==> src/rtl/fifo_pair_pkg.sv <==
package fifo_pair_pkg;

  // Which queue an array index refers to
  localparam int TX_IDX = 0;
  localparam int RX_IDX = 1;

  // Control register bit positions
  localparam int BIT_LOOP    = 0;
  localparam int BIT_RXFLUSH = 1;
  localparam int BIT_TXFLUSH = 2;
  localparam int BIT_RSVD    = 3;

  // Strobes from control to one queue
  typedef struct packed {
    logic flush;
    logic push;
    logic pop;
  } fifoStb_t;

  function automatic int unsigned rxThreshold(input logic [1:0] sel);
    case (sel)
      2'd0:    return 1;
      2'd1:    return 4;
      2'd2:    return 8;
      default: return 14;
    endcase
  endfunction

  function automatic int unsigned txThreshold(input logic [1:0] sel);
    case (sel)
      2'd0:    return 8;
      2'd1:    return 4;
      2'd2:    return 2;
      default: return 1;
    endcase
  endfunction

endpackage

==> src/rtl/byte_fifo.sv <==
module byte_fifo
  import fifo_pair_pkg::*;
#(
  parameter int WIDTH = 8,
  parameter int DEPTH = 16
) (
  input  logic             clk,
  input  logic             rstN,
  input  fifoStb_t         stb,
  input  logic [WIDTH-1:0] pushData,
  output logic [WIDTH-1:0] popData,
  output logic [$clog2(DEPTH):0] count
);
  localparam int PTR_W = $clog2(DEPTH);
  localparam int CNT_W = PTR_W + 1;

  logic [WIDTH-1:0] mem [DEPTH];
  logic [PTR_W-1:0] wrPtr, rdPtr;
  logic [CNT_W-1:0] cnt;
  logic [WIDTH-1:0] outReg;
  logic isFull, isEmpty, doPush, doPop;

  assign isFull  = (cnt == CNT_W'(DEPTH));
  assign isEmpty = (cnt == '0);
  assign doPush  = stb.push && !isFull && !stb.flush;
  assign doPop   = stb.pop && !isEmpty && !stb.flush;

  always_ff @(posedge clk) begin
    if (doPush) mem[wrPtr] <= pushData;
  end

  always_ff @(posedge clk) begin
    if (!rstN) begin
      wrPtr  <= '0;
      rdPtr  <= '0;
      cnt    <= '0;
      outReg <= '0;
    end else if (stb.flush) begin
      wrPtr <= '0;
      rdPtr <= '0;
      cnt   <= '0;
    end else begin
      if (doPush) begin
        if (wrPtr == PTR_W'(DEPTH - 1)) wrPtr <= '0;
        else                            wrPtr <= wrPtr + 1'b1;
      end
      if (doPop) begin
        outReg <= mem[rdPtr];
        if (rdPtr == PTR_W'(DEPTH - 1)) rdPtr <= '0;
        else                            rdPtr <= rdPtr + 1'b1;
      end
      case ({doPush, doPop})
        2'b10:   cnt <= cnt + 1'b1;
        2'b01:   cnt <= cnt - 1'b1;
        default: cnt <= cnt;
      endcase
    end
  end

  assign popData = outReg;
  assign count   = cnt;

  AST_NO_OVERFLOW: assert property (@(posedge clk) disable iff (!rstN)
    count <= CNT_W'(DEPTH));
  AST_FULL_DROP: assert property (@(posedge clk) disable iff (!rstN)
    (count == CNT_W'(DEPTH) && stb.push && !stb.pop && !stb.flush) |=> count == CNT_W'(DEPTH));
  AST_EMPTY_POP_HOLD: assert property (@(posedge clk) disable iff (!rstN)
    (count == '0 && stb.pop && !stb.push) |=> (count == '0 && $stable(popData)));
  AST_FLUSH_EMPTY: assert property (@(posedge clk) disable iff (!rstN)
    stb.flush |=> count == '0);
  AST_PUSH_POP_BALANCE: assert property (@(posedge clk) disable iff (!rstN)
    (stb.push && stb.pop && !stb.flush && count != '0 && count != CNT_W'(DEPTH)) |=> $stable(count));
endmodule

==> src/rtl/fifo_pair_datapath.sv <==
module fifo_pair_datapath
  import fifo_pair_pkg::*;
#(
  parameter int WIDTH = 8,
  parameter int DEPTH = 16,
  localparam int CNT_W = $clog2(DEPTH) + 1
) (
  input  logic             clk,
  input  logic             rstN,
  input  fifoStb_t         stb      [2],
  input  logic [WIDTH-1:0] pushData [2],
  output logic [WIDTH-1:0] popData  [2],
  output logic [CNT_W-1:0] count    [2]
);
  for (genvar g = 0; g < 2; g++) begin : gQueue
    byte_fifo #(.WIDTH(WIDTH), .DEPTH(DEPTH)) uFifo (
      .clk      (clk),
      .rstN     (rstN),
      .stb      (stb[g]),
      .pushData (pushData[g]),
      .popData  (popData[g]),
      .count    (count[g])
    );
  end
endmodule

==> src/rtl/fifo_pair_ctrl.sv <==
module fifo_pair_ctrl
  import fifo_pair_pkg::*;
#(
  parameter int DEPTH = 16,
  localparam int CNT_W = $clog2(DEPTH) + 1
) (
  input  logic             clk,
  input  logic             rstN,
  input  logic             regWrEn,
  input  logic [7:0]       regWrData,
  output logic [7:0]       regRdData,
  input  logic             txPushValid,
  input  logic             txPopReq,
  input  logic             rxPushValid,
  input  logic             rxPopReq,
  input  logic [CNT_W-1:0] count [2],
  output fifoStb_t         stb   [2],
  output logic             rxReadyFlag,
  output logic             txLowFlag,
  output logic             loopbackEn
);
  localparam logic [7:0] WR_MASK = ~(8'd1 << BIT_RSVD);

  logic [7:0] ctrlReg;
  logic txFlushNow, rxFlushNow;
  logic [CNT_W-1:0] rxThr, txThr;

  always_ff @(posedge clk) begin
    if (!rstN)        ctrlReg <= '0;
    else if (regWrEn) ctrlReg <= regWrData & WR_MASK;
  end

  // A queue is emptied at the very edge of the write that sets its bit
  assign txFlushNow = ctrlReg[BIT_TXFLUSH] | (regWrEn & regWrData[BIT_TXFLUSH]);
  assign rxFlushNow = ctrlReg[BIT_RXFLUSH] | (regWrEn & regWrData[BIT_RXFLUSH]);

  always_comb begin
    stb[TX_IDX].flush = txFlushNow;
    stb[TX_IDX].push  = txPushValid & ~txFlushNow;
    stb[TX_IDX].pop   = txPopReq & ~txFlushNow;
    stb[RX_IDX].flush = rxFlushNow;
    stb[RX_IDX].push  = rxPushValid & ~rxFlushNow;
    stb[RX_IDX].pop   = rxPopReq & ~rxFlushNow;
  end

  assign rxThr = CNT_W'(rxThreshold(ctrlReg[7:6]));
  assign txThr = CNT_W'(txThreshold(ctrlReg[5:4]));

  assign rxReadyFlag = (count[RX_IDX] >= rxThr);
  assign txLowFlag   = (count[TX_IDX] <= txThr);
  assign loopbackEn  = ctrlReg[BIT_LOOP];
  assign regRdData   = ctrlReg;

  AST_REG_WRITE: assert property (@(posedge clk) disable iff (!rstN)
    regWrEn |=> regRdData == ($past(regWrData) & 8'hF7));
  AST_RX_EMPTY_NOFLAG: assert property (@(posedge clk) disable iff (!rstN)
    count[RX_IDX] == '0 |-> !rxReadyFlag);
  AST_TX_FULL_NOFLAG: assert property (@(posedge clk) disable iff (!rstN)
    count[TX_IDX] == CNT_W'(DEPTH) |-> !txLowFlag);
  AST_HELD_QUEUE_EMPTY: assert property (@(posedge clk) disable iff (!rstN)
    (regRdData[BIT_RXFLUSH] && $past(regRdData[BIT_RXFLUSH])) |-> count[RX_IDX] == '0);
endmodule

==> src/rtl/uart_fifo_pair.sv <==
module uart_fifo_pair
  import fifo_pair_pkg::*;
#(
  parameter int WIDTH = 8,
  parameter int DEPTH = 16,
  localparam int CNT_W = $clog2(DEPTH) + 1
) (
  input  logic             clk,
  input  logic             rstN,
  input  logic             regWrEn,
  input  logic [7:0]       regWrData,
  output logic [7:0]       regRdData,
  input  logic             txPushValid,
  input  logic [WIDTH-1:0] txPushData,
  input  logic             txPopReq,
  output logic [WIDTH-1:0] txPopData,
  input  logic             rxPushValid,
  input  logic [WIDTH-1:0] rxPushData,
  input  logic             rxPopReq,
  output logic [WIDTH-1:0] rxPopData,
  output logic [CNT_W-1:0] txCount,
  output logic [CNT_W-1:0] rxCount,
  output logic             rxReadyFlag,
  output logic             txLowFlag,
  output logic             loopbackEn
);
  fifoStb_t         stb      [2];
  logic [CNT_W-1:0] count    [2];
  logic [WIDTH-1:0] pushData [2];
  logic [WIDTH-1:0] popData  [2];

  assign pushData[TX_IDX] = txPushData;
  assign pushData[RX_IDX] = rxPushData;
  assign txPopData = popData[TX_IDX];
  assign rxPopData = popData[RX_IDX];
  assign txCount   = count[TX_IDX];
  assign rxCount   = count[RX_IDX];

  fifo_pair_ctrl #(.DEPTH(DEPTH)) uCtrl (
    .clk         (clk),
    .rstN        (rstN),
    .regWrEn     (regWrEn),
    .regWrData   (regWrData),
    .regRdData   (regRdData),
    .txPushValid (txPushValid),
    .txPopReq    (txPopReq),
    .rxPushValid (rxPushValid),
    .rxPopReq    (rxPopReq),
    .count       (count),
    .stb         (stb),
    .rxReadyFlag (rxReadyFlag),
    .txLowFlag   (txLowFlag),
    .loopbackEn  (loopbackEn)
  );

  fifo_pair_datapath #(.WIDTH(WIDTH), .DEPTH(DEPTH)) uData (
    .clk      (clk),
    .rstN     (rstN),
    .stb      (stb),
    .pushData (pushData),
    .popData  (popData),
    .count    (count)
  );
endmodule

==> config.mk <==
export PLATFORM = sky130hd
export DESIGN_NAME = uart_fifo_pair
export DESIGN_NICKNAME = d
export VERILOG_FILES = /design/src/rtl/fifo_pair_pkg.sv /design/src/rtl/byte_fifo.sv /design/src/rtl/fifo_pair_datapath.sv /design/src/rtl/fifo_pair_ctrl.sv /design/src/rtl/uart_fifo_pair.sv
export SDC_FILE = /design/constraint.sdc
export NUM_CORES = 1
export LEC_CHECK = 0
export ABC_AREA = 1
export BUFFER_PORTS_ARGS = -buffer_cell sky130_fd_sc_hd__buf_2
export CORE_MARGIN = 4
export CORE_UTILIZATION = 55
export CTS_BUF_LIST = sky130_fd_sc_hd__clkbuf_8
export CTS_CLUSTER_SIZE = 16
export DETAILED_ROUTE_END_ITERATION = 8
export GPL_ROUTABILITY_DRIVEN = 0
export MAX_ROUTING_LAYER = met4
export PLACE_DENSITY = 0.78
export SYNTH_ARGS = -nofsm -noshare
export SYNTH_HDL_FRONTEND = slang
export SYNTH_HIERARCHICAL = 1
export SYNTH_SLANG_ARGS = --single-unit
==> constraint.sdc <==
create_clock -name clk -period 2.9 [get_ports clk]
set_clock_uncertainty 0.1 [all_clocks]
set_input_delay 0.58 -clock clk [delete_from_list [all_inputs] [get_ports clk]]
set_output_delay 0.58 -clock clk [all_outputs]
set_load 0.01 [all_outputs]
Yosys cells after proc, flatten, opt, wreduce, memory -nomap -nowiden
Memories as Yosys holds them, arrays and structs flattened. A register that Yosys moved wholly into a read port is not among the register bits.
Index checks and enable logic that the tools add are counted.
{"block": "classes", "eq_ne": 14, "addsub": 8, "reduce_logical": 26, "magnitude_cmp": 2, "n_mux": 12, "bitwise": 11}
{"operator": "$pmux W4 S3", "n": 2}
{"operator": "$pmux W5 S2", "n": 2}
{"operator": "$add A4 B1 Y4 const B", "n": 4}
{"operator": "$eq A4 B4 Y1 const B", "n": 4}
{"operator": "$mux W4", "n": 4}
{"operator": "$add A5 B1 Y5 const B", "n": 2}
{"operator": "$eq A5 B5 Y1 const B", "n": 2}
{"operator": "$logic_not A5 Y1", "n": 2}
{"operator": "$sub A5 B1 Y5 const B", "n": 2}
{"operator": "$eq A2 B1 Y1 const B", "n": 4}
{"operator": "$eq A2 B2 Y1 const B", "n": 4}
{"operator": "$logic_and A1 B1 Y1", "n": 8}
{"operator": "$logic_not A1 Y1", "n": 8}
{"operator": "$and A1 B1 Y1", "n": 6}
{"operator": "$ge A5 B4 Y1", "n": 1}
{"operator": "$le A5 B4 Y1", "n": 1}
{"operator": "$logic_not A2 Y1", "n": 2}
{"operator": "$mux W1", "n": 4}
{"operator": "$reduce_and A2 Y1", "n": 2}
{"operator": "$reduce_bool A2 Y1", "n": 2}
{"operator": "$reduce_or A2 Y1", "n": 2}
{"operator": "$not A1 Y1", "n": 3}
{"operator": "$or A1 B1 Y1", "n": 2}
{"block": "totals", "in_bits": 31, "ff_bits": 33, "mem_bits_rw": 256, "n_memories": 2, "out_inout_bits": 37, "wordCells": 82}
{"memory": "uData.gQueue[0].uFifo.mem", "words": 16, "word_bits": 8, "rd": 1, "rd_ports_with_merged_regs": 1, "write_ports": 1, "line_no": "byte_fifo.sv:17", "rtl": "logic [WIDTH-1:0] mem [DEPTH];"}
{"memory": "uData.gQueue[1].uFifo.mem", "words": 16, "word_bits": 8, "rd": 1, "rd_ports_with_merged_regs": 1, "write_ports": 1, "line_no": "byte_fifo.sv:17"}

Depth between registers and ports, before layout
Gate-level depths: netlist of the first run.
{"block": "depth", "depth_word": 8, "ltp_mapped": 18, "mapped_depth_nobuf": 17}

Hierarchy
The synthesis of the first run kept the hierarchy.
{"module": "byte_fifo", "seq_area_each_um2": 4264.1, "area_per_inst_um2": 6543.8, "cells_per_inst": 673, "instances": 2}
{"module": "fifo_pair_ctrl", "seq_area_each_um2": 140.1, "area_per_inst_um2": 559.3, "cells_per_inst": 87, "instances": 1}

Worst setup path before layout of the first run
No wires, ideal clock.
{"block": "synth_path", "path_type": "input port to flip-flop", "from": "in regWrData[2]", "to": "reg uData.gQueue[0].uFifo.cnt[4]", "n_path_buf": 2, "setup_time_ns": 0.113, "path_stages": 18, "required_ns": 2.687, "setup_slack_ns": 0.265, "arrival_time_ns": 2.422, "path_cell_list": "nand2_1 nand2_1 buf_4 inv_1 nand3_1 inv_1 buf_2 ha_1 inv_1 fa_1 inv_1 nand3_1 nand2_1 nand2_1 nand3_1 nand2_1 nand2_1 nor2_1"}
{"block": "synth_between", "elab_chain_len": 8, "elab_cells_between_ends": 15, "classes_between": "eq/ne (2); mux (1); bitwise (5); reduce/logical (7)"}
{"element": "start: declaration", "line_no": "uart_fifo_pair.sv:11", "rtl": "input logic [7:0] regWrData,"}
{"element": "$and A1 B1 Y1 (*)", "line_no": "fifo_pair_ctrl.sv:34", "rtl": "assign txFlushNow = ctrlReg[BIT_TXFLUSH] | (regWrEn & regWrData[BIT_TXFLUSH]);"}
{"element": "$or A1 B1 Y1 (*)", "line_no": "fifo_pair_ctrl.sv:34"}
{"element": "via uCtrl.txFlushNow", "line_no": "fifo_pair_ctrl.sv:25", "rtl": "logic txFlushNow, rxFlushNow;"}
{"element": "$not A1 Y1 (no source line)"}
{"element": "$and A1 B1 Y1", "line_no": "fifo_pair_ctrl.sv:40", "rtl": "stb[TX_IDX].pop = txPopReq & ~txFlushNow;"}
{"element": "$logic_and A1 B1 Y1", "line_no": "byte_fifo.sv:26", "rtl": "assign doPop = stb.pop && !isEmpty && !stb.flush;"}
{"element": "$logic_and A1 B1 Y1 (*)", "line_no": "byte_fifo.sv:26"}
{"element": "via uData.gQueue[0].uFifo.doPop", "line_no": "byte_fifo.sv:21", "rtl": "logic isFull, isEmpty, doPush, doPop;"}
{"element": "$eq A2 B1 Y1 or $eq A2 B2 Y1 (tied branches)", "line_no": "byte_fifo.sv:52", "rtl": "case ({doPush, doPop})"}
{"element": "$pmux W5 S2 or $reduce_bool A2 Y1 (tied branches)"}
{"element": "end signal: assignment", "line_no": "byte_fifo.sv:53", "rtl": "2'b10: cnt <= cnt + 1'b1;"}
{"element": "end signal: assignment", "line_no": "byte_fifo.sv:54", "rtl": "2'b01: cnt <= cnt - 1'b1;"}
{"element": "end signal: assignment", "line_no": "byte_fifo.sv:55", "rtl": "default: cnt <= cnt;"}
{"element": "end: declaration", "line_no": "byte_fifo.sv:19", "rtl": "logic [CNT_W-1:0] cnt;"}
Mark *: on every way through the listed nets, which the timed path passes. The rest lies on a longest branch.
A chain may end at the register's enable or synchronous reset.

Worst setup path after layout of the first run
{"block": "layout_path", "from": "reg uCtrl.ctrlReg[4] (netlist: uCtrl/regRdData[4])", "to": "out txLowFlag"}
{"block": "layout_between", "elab_chain_len": 3, "elab_cells_between_ends": 5, "classes_between": "order compare (1); eq/ne (2); mux (1); reduce/logical (1)"}
{"element": "start: declaration", "line_no": "fifo_pair_ctrl.sv:24", "rtl": "logic [7:0] ctrlReg;"}
{"element": "start signal: assignment", "line_no": "fifo_pair_ctrl.sv:30", "rtl": "else if (regWrEn) ctrlReg <= regWrData & WR_MASK;"}
{"element": "$eq A2 B2 Y1, or another cell as far along", "line_no": "fifo_pair_pkg.sv:30", "rtl": "case (sel)"}
{"element": "$pmux W4 S3 (*)", "line_no": "fifo_pair_pkg.sv:30"}
{"element": "$le A5 B4 Y1 (*)", "line_no": "fifo_pair_ctrl.sv:50", "rtl": "assign txLowFlag = (count[TX_IDX] <= txThr);"}
{"element": "end: declaration", "line_no": "uart_fifo_pair.sv:24", "rtl": "output logic txLowFlag,"}
Mark *: on every way between the ends. The rest lies on a longest branch, timed or not.

==> summary.md, run 1 <==
| Metric | Value |
|---|---|
| Status | finished clean |
| Mean Syn Cell Area | 9.52 sq um |
| Post-Route WL | 30,300 um |
| Clock H-tree levels | 2 |
| Setup tns final | 0 ns |
| Maximum clock path buffer count | 3 |
| Die Width | 166 um |
| Maxcap violations | 0 |
| Number of routed nets with antenna violations | 0 |
| First-pass GRT wire length | 47,900 um |
| PwrDens | 581 nW/um^2 |
| CP max stage delay | 0.33 ns |
| Worst skew pair latency | 0.57 ns |
| Fmax | 390 MHz |
| CP max stage cell | dfxtp_1 |
| # clock sinks | 305 |
| Drt first pass iters | 5 |
| Initial antenna violation count | 0 |
| Netlist cell types | 23 |
| Hold Buf Count CTS | 0 |
| DR WL/cell | 15.9 um |
| # diodes | 0 |
| Clk root buf | clkbuf_8 |
| Min Tclk post-route | 2.57 ns |
| Layout cells sized above 1 | 11.5% |
| Initial Utilization | 56.0% |
| Fin crit share | 88.5% |
| First-iteration detailed-routing DRC count | 852 |
| Min Hold Slack | 0.160 ns |
| Peak VDD IR | 0.470 mV |
| Number of global-route vias before repair | 9,449 |
| Synth warn | 6 |
| Total CTS buffers | 48 |
| Hpwl dp | 19,000 um |
| RSZ-0062 raised after global routing | no |
| Register area share after synthesis | 63.5% |
| Gr usage total | 23.2% |
| Critical setup path kind | flip-flop to output port |
| PostCTS Resize Cnt | 0 |
| Syn Inst Count | 1,433 |
| Die ar. | 27,400 sq um |
| Largest net degree at the start of global routing | 68 |
| Final nets | 1,597 |
| Hold Vio Cnt, Final | 0 |
| Post CTS Setup Buffer Count | 0 |
| Number of port buffers | 65 |
| Die Y | 166 um |
| Data required time of the worst path | 2.22 ns |
| Area delta synth->final | 12.5% |
| Worst-Margin Slew | 0.917 ns |
| Num rows | 57 |
| Clock-pin slew on the worst setup and hold paths | 0.06 ns |
| Crit path max fanout | 4 |
| Vias per inst | 5.22 |
| Final setup vio count | 0 |
| Critical path arrival | 1.89 ns |
| Worst hold path type | input pin to flip-flop |
| Cells along the critical path | inv_1 -> nand2_1 -> ha_1 -> inv_1 -> nor2_1 -> nand3_1 -> nand3_1 -> nand2_1 -> buf_2 |
| CTS tree | built |
| Remaining global-route overflow | 0 |
| Core area | 24,400 sq um |
| Via count | 9,917 |
| Post-synthesis register bit count | 305 |
| Slew HR | 38.8% |
| Leakage Power | 6.77 nW |
| Endpoint type of the worst setup path | output port |
| Syn Nets | 1,492 |
| Drt drc | 0 |
| Fin. max-slew vios | 0 |
| CP Launch Type | flip-flop |
| Top-Level Pins | 68 |
| Synth Cell Area | 13,600 sq um |
## cell usage in the layout (no fill, tap or decap)
cell        count
a21oi_1        30
bufinv_16       1
fa_1            2
nand4_1         3
clkinv_8        1
clkinv_2        3
dfxtp_2         2
nor2_2          4
xor2_1          8
dfxtp_1        47
nand2_1       428
buf_4          46
o21ai_2         1
nand3_1       192
buf_2          65
ha_1           26
inv_6           1
nor2_1        120
inv_2           3
clkbuf_8       53
xnor2_1         2
clkinvlp_4      1
inv_1         237
clkinv_1       13
conb_1          1
edfxtp_1      256
buf_12          1
o21ai_0        27
o21ai_1         2
## final timing paths
path,depth (start not counted),slack [ns],startpoint,endpoint
hold / removal,3,0.16,regWrData[0],uCtrl/regRdData[0]$_SDFFE_PN0P_
hold reg to reg,2,0.37,uCtrl/regRdData[2]$_SDFFE_PN0P_,uCtrl/regRdData[2]$_SDFFE_PN0P_
setup / recovery,9,0.33,uCtrl/regRdData[4]$_SDFFE_PN0P_,txLowFlag
setup reg to reg,16,0.52,uData/gQueue[0].uFifo/count[1]$_SDFFE_PP0P_,uData/gQueue[0].uFifo/count[4]$_SDFFE_PP0P_
## worst max-delay path, delay by kind of cell, from the launching register on
kind	cells	cell delay, ns
flops	1	0.33
buf+inv	3	0.29
simple gates	5	0.42
fa+ha+maj	1	0.29
## routing by layer
layer | up-vias | wire length, um | global-route usage (%)
met1 | 4593 | 12400 | 30.0
met5 | - | 0 | -
met4 | 0 | 886 | 8.70
met3 | 70 | 2770 | 5.09
met2 | 438 | 14300 | 36.2
li1 | 4816 | - | -
## where the power goes
part,switching (mW),internal [mW],total (mW)
Sequential,0.0398,4.80,4.84
Clock,1.64,1.77,3.42
Combinational,0.445,0.207,0.653
## flip-flops by register name, summed over array words and instances (netlist names)
signal                      cells
uData/gQueue.uFifo/mem        256
uData/gQueue.uFifo/count       10
uData/gQueue.uFifo/popData     16
uCtrl/regRdData                 7
uData/gQueue.uFifo/rdPtr        8
uData/gQueue.uFifo/wrPtr        8
## synth_stat cells, drive strengths merged
master	instances	area share (%)
conb	1	0.027
nand3	192	7.0
xnor2	2	0.13
dfxtp	49	7.2
buf	47	2.0
o21ai	30	1.1
clkinv	4	0.11
xor2	8	0.51
nor2	124	3.5
inv	221	6.1
clkbuf	10	0.28
edfxtp	256	56
a21oi	30	1.1
nand2	428	12
ha	26	2.4
fa	2	0.29
nand4	3	0.14
## area by class of cell
type	count	area [sq um]
tap	324	405
clock inverter	35	183
timing repair buffer	112	691
multi-input combinational	846	3820
clock buffer	53	729
inverter	225	845
fill	1919	9040
sequential	305	8670
## cells by family after synthesis
logic type / share of synthesized area, %
AND/OR/NAND/NOR: 22.4
AO/OA/AOI/OAI: 2.23
flip-flops: 63.5
other: 0.0275
XOR/XNOR: 0.642
adder cells (fa/ha/maj): 2.68
buffers and inverters: 8.47
## through the flow
stage	power [mW]	setup slack (ns)	utilization, %	area (sq um)	instances
after global placement	5.55	0.210	59.2	14400	1812
after CTS	8.95	0.307	62.9	15300	1900
final	8.91	0.335	62.9	15300	1900
after detailed placement	5.58	0.124	59.2	14400	1812
after floorplan	5.33	0.265	-	13600	1433
after global routing	9.27	0.163	62.9	15300	1900
Power figures use the tool's default switching activity.
==> run 2, diff against run 1 <==
- PLACE_DENSITY: 0.78 -> 0.81
- SLEW_MARGIN: not set -> 10
- SYNTH_HIERARCHICAL: 1 -> not set
==> summary.md, run 2 <==
| Metric | Value |
|---|---|
| Endpoint type of the worst setup path | output port |
| Total CTS buffers | 48 |
| Fraction of registers with async set/reset | 0% |
| Worst hold path type | input pin to flip-flop |
| Number of port buffers | 65 |
| Netlist cell types | 27 |
| Data required time of the worst path | 2.22 ns |
| Most flops, register | uData.gQueue.uFifo.mem |
| # diodes | 0 |
| Top-Level Pins | 68 |
| Gr usage total | 22.2% |
| Crit path max fanout | 5 |
| Largest register FFs | 256 |
| Syn Inst Count | 1,438 |
| Syn Nets | 1,497 |
| Final nets | 1,601 |
| Min Tclk post-route | 2.69 ns |
| Die ar. | 27,500 sq um |
| Fin. max-slew vios | 0 |
| Area delta synth->final | 12.6% |
| Drt first pass iters | 5 |
| Main synth FF type | edfxtp_1 |
| Die Width | 166 um |
| Fin crit share | 92.8% |
| Initial Utilization | 56.2% |
| Number of global-route vias before repair | 9,974 |
| Number of routed nets with antenna violations | 0 |
| Clock H-tree levels | 2 |
| Final setup vio count | 0 |
| CP Launch Type | flip-flop |
| Status | finished clean |
| Remaining global-route overflow | 0 |
| # clock sinks | 305 |
| Synth area leaders | edfxtp_1 56%, nand2_1 11%, dfxtp_1 7.2% |
| EDFF count, synth | 256 |
| Hold Vio Cnt, Final | 0 |
| Setup tns final | 0 ns |
| Fmax | 372 MHz |
| Register area share after synthesis | 63.2% |
| Leakage Power | 6.87 nW |
| Synth top area share | 56.1% |
| PwrDens | 606 nW/um^2 |
| Post-synthesis register bit count | 305 |
| Vias per inst | 5.18 |
| Clk root buf | clkbuf_8 |
| Synth Cell Area | 13,700 sq um |
| RSZ-0062 raised after global routing | no |
| CTS tree | built |
| Initial antenna violation count | 0 |
| Fill cells | 1,919 |
| Die Y | 166 um |
| Maximum clock path buffer count | 3 |
| Worst-Margin Slew | 0.797 ns |
| Top-count cell post-synth | nand2_1 |
| Clock-pin slew on the worst setup and hold paths | 0.06 ns |
| Drt drc | 0 |
| Dominant cell type by area after synthesis | edfxtp_1 |
| Synth top cells by count | 387 x nand2_1, 256 x edfxtp_1, 236 x inv_1 |
| Min Hold Slack | 0.164 ns |
| Core area | 24,400 sq um |
| Critical path arrival | 2.01 ns |
| Mean Syn Cell Area | 9.53 sq um |
| Peak VDD IR | 0.501 mV |
| Critical setup path kind | flip-flop to output port |
| Layout cells sized above 1 | 13.0% |
| Maxcap violations | 0 |
| Largest net degree at the start of global routing | 68 |
| Most frequent cells in the layout | 387 x nand2_1, 256 x edfxtp_1, 254 x inv_1, 196 x nand3_1, 126 x nor2_1 |
| Worst skew pair latency | 0.58 ns |
| Hpwl dp | 19,100 um |
| Hold Buf Count CTS | 0 |
| Num rows | 57 |
| DR WL/cell | 15.9 um |
| First-iteration detailed-routing DRC count | 703 |
| Slew HR | 46.8% |
| Commonest non-fill, non-tap cell in the layout | nand2_1 |
| Synth warn | 0 |
| First-pass GRT wire length | 48,500 um |
| Post-Route WL | 30,200 um |
| Via count | 9,861 |
-- run 2: layout make-up --
| class | instances | area (sq um) | share of cell area (%) |
|---|---|---|---|
| Clock buffer | 60 | 826 | 5.35 |
| Sequential cell | 305 | 8670 | 56.2 |
| Multi-Input combinational cell | 824 | 3760 | 24.3 |
| Clock inverter | 29 | 156 | 1.01 |
| Tap cell | 324 | 405 | 2.63 |
| Inverter | 256 | 966 | 6.26 |
| Timing Repair Buffer | 107 | 653 | 4.23 |
-- run 2: cell families after synthesis --
| family | Yosys count | synth area share, % |
|---|---|---|
| compound gates | 62 | 2.37 |
| xor+xnor | 5 | 0.319 |
| fa+ha+maj | 28 | 2.66 |
| buf+inv | 309 | 9.37 |
| flops | 305 | 63.2 |
| other cells | 1 | 0.0274 |
| simple gates | 728 | 22.0 |
-- run 2: layer usage --
metal | GRT usage (%) | vias up | routed length [um] | part of all wire (%)
met4 | 9.51 | 0 | 1100 | 3.6
met2 | 39.2 | 352 | 15700 | 52
met3 | 3.62 | 88 | 1990 | 6.6
met1 | 25.1 | 4600 | 11500 | 38
li1 | - | 4821 | - | -
met5 | - | - | 0 | 0
-- run 2: power breakdown --
part	total (mW)	internal [mW]	switching, mW
sequential	4.88	4.83	0.0530
combinational	0.867	0.279	0.588
clock	3.61	1.96	1.65
total	9.36	7.07	2.29
-- run 2: metrics by stage --
step	cell area, sq um	setup slack, ns	util [%]	power, mW	cells
floorplan	13700	0.407	-	5.54	1438
global placement	14500	0.308	59.3	5.80	1816
detailed placement	14500	0.260	59.3	5.84	1816
CTS	15400	0.0877	63.3	9.42	1905
global route	15400	0.0313	63.3	9.73	1905
finish	15400	0.209	63.3	9.36	1905
-- run 2: final timing paths --
path / start / to / slack, ns / depth (start not counted)
min reg2reg: uCtrl.regRdData[1]$_SDFFE_PN0P_ / uCtrl.regRdData[1]$_SDFFE_PN0P_ / 0.38 / 2
max: uData.gQueue[1].uFifo.count[0]$_SDFFE_PP0P_ / rxReadyFlag / 0.21 / 7
min: regWrData[0] / uCtrl.regRdData[0]$_SDFFE_PN0P_ / 0.16 / 3
max reg2reg: uData.gQueue[1].uFifo.count[1]$_SDFFE_PP0P_ / uData.gQueue[1].uFifo.count[4]$_SDFFE_PP0P_ / 0.54 / 15
-- run 2: timing repair --
action,in CTS,in global routing
buffers inserted,0,0
setup endpoints to repair,0,1
resized for setup,0,1
-- run 2: critical path, stage by stage (launching register included) --
cell     delay (ns)
dfxtp_2        0.37
inv_1          0.10
ha_1           0.29
o21a_1         0.19
o21a_1         0.16
o21ai_0        0.13
nand2_1        0.06
buf_2          0.13
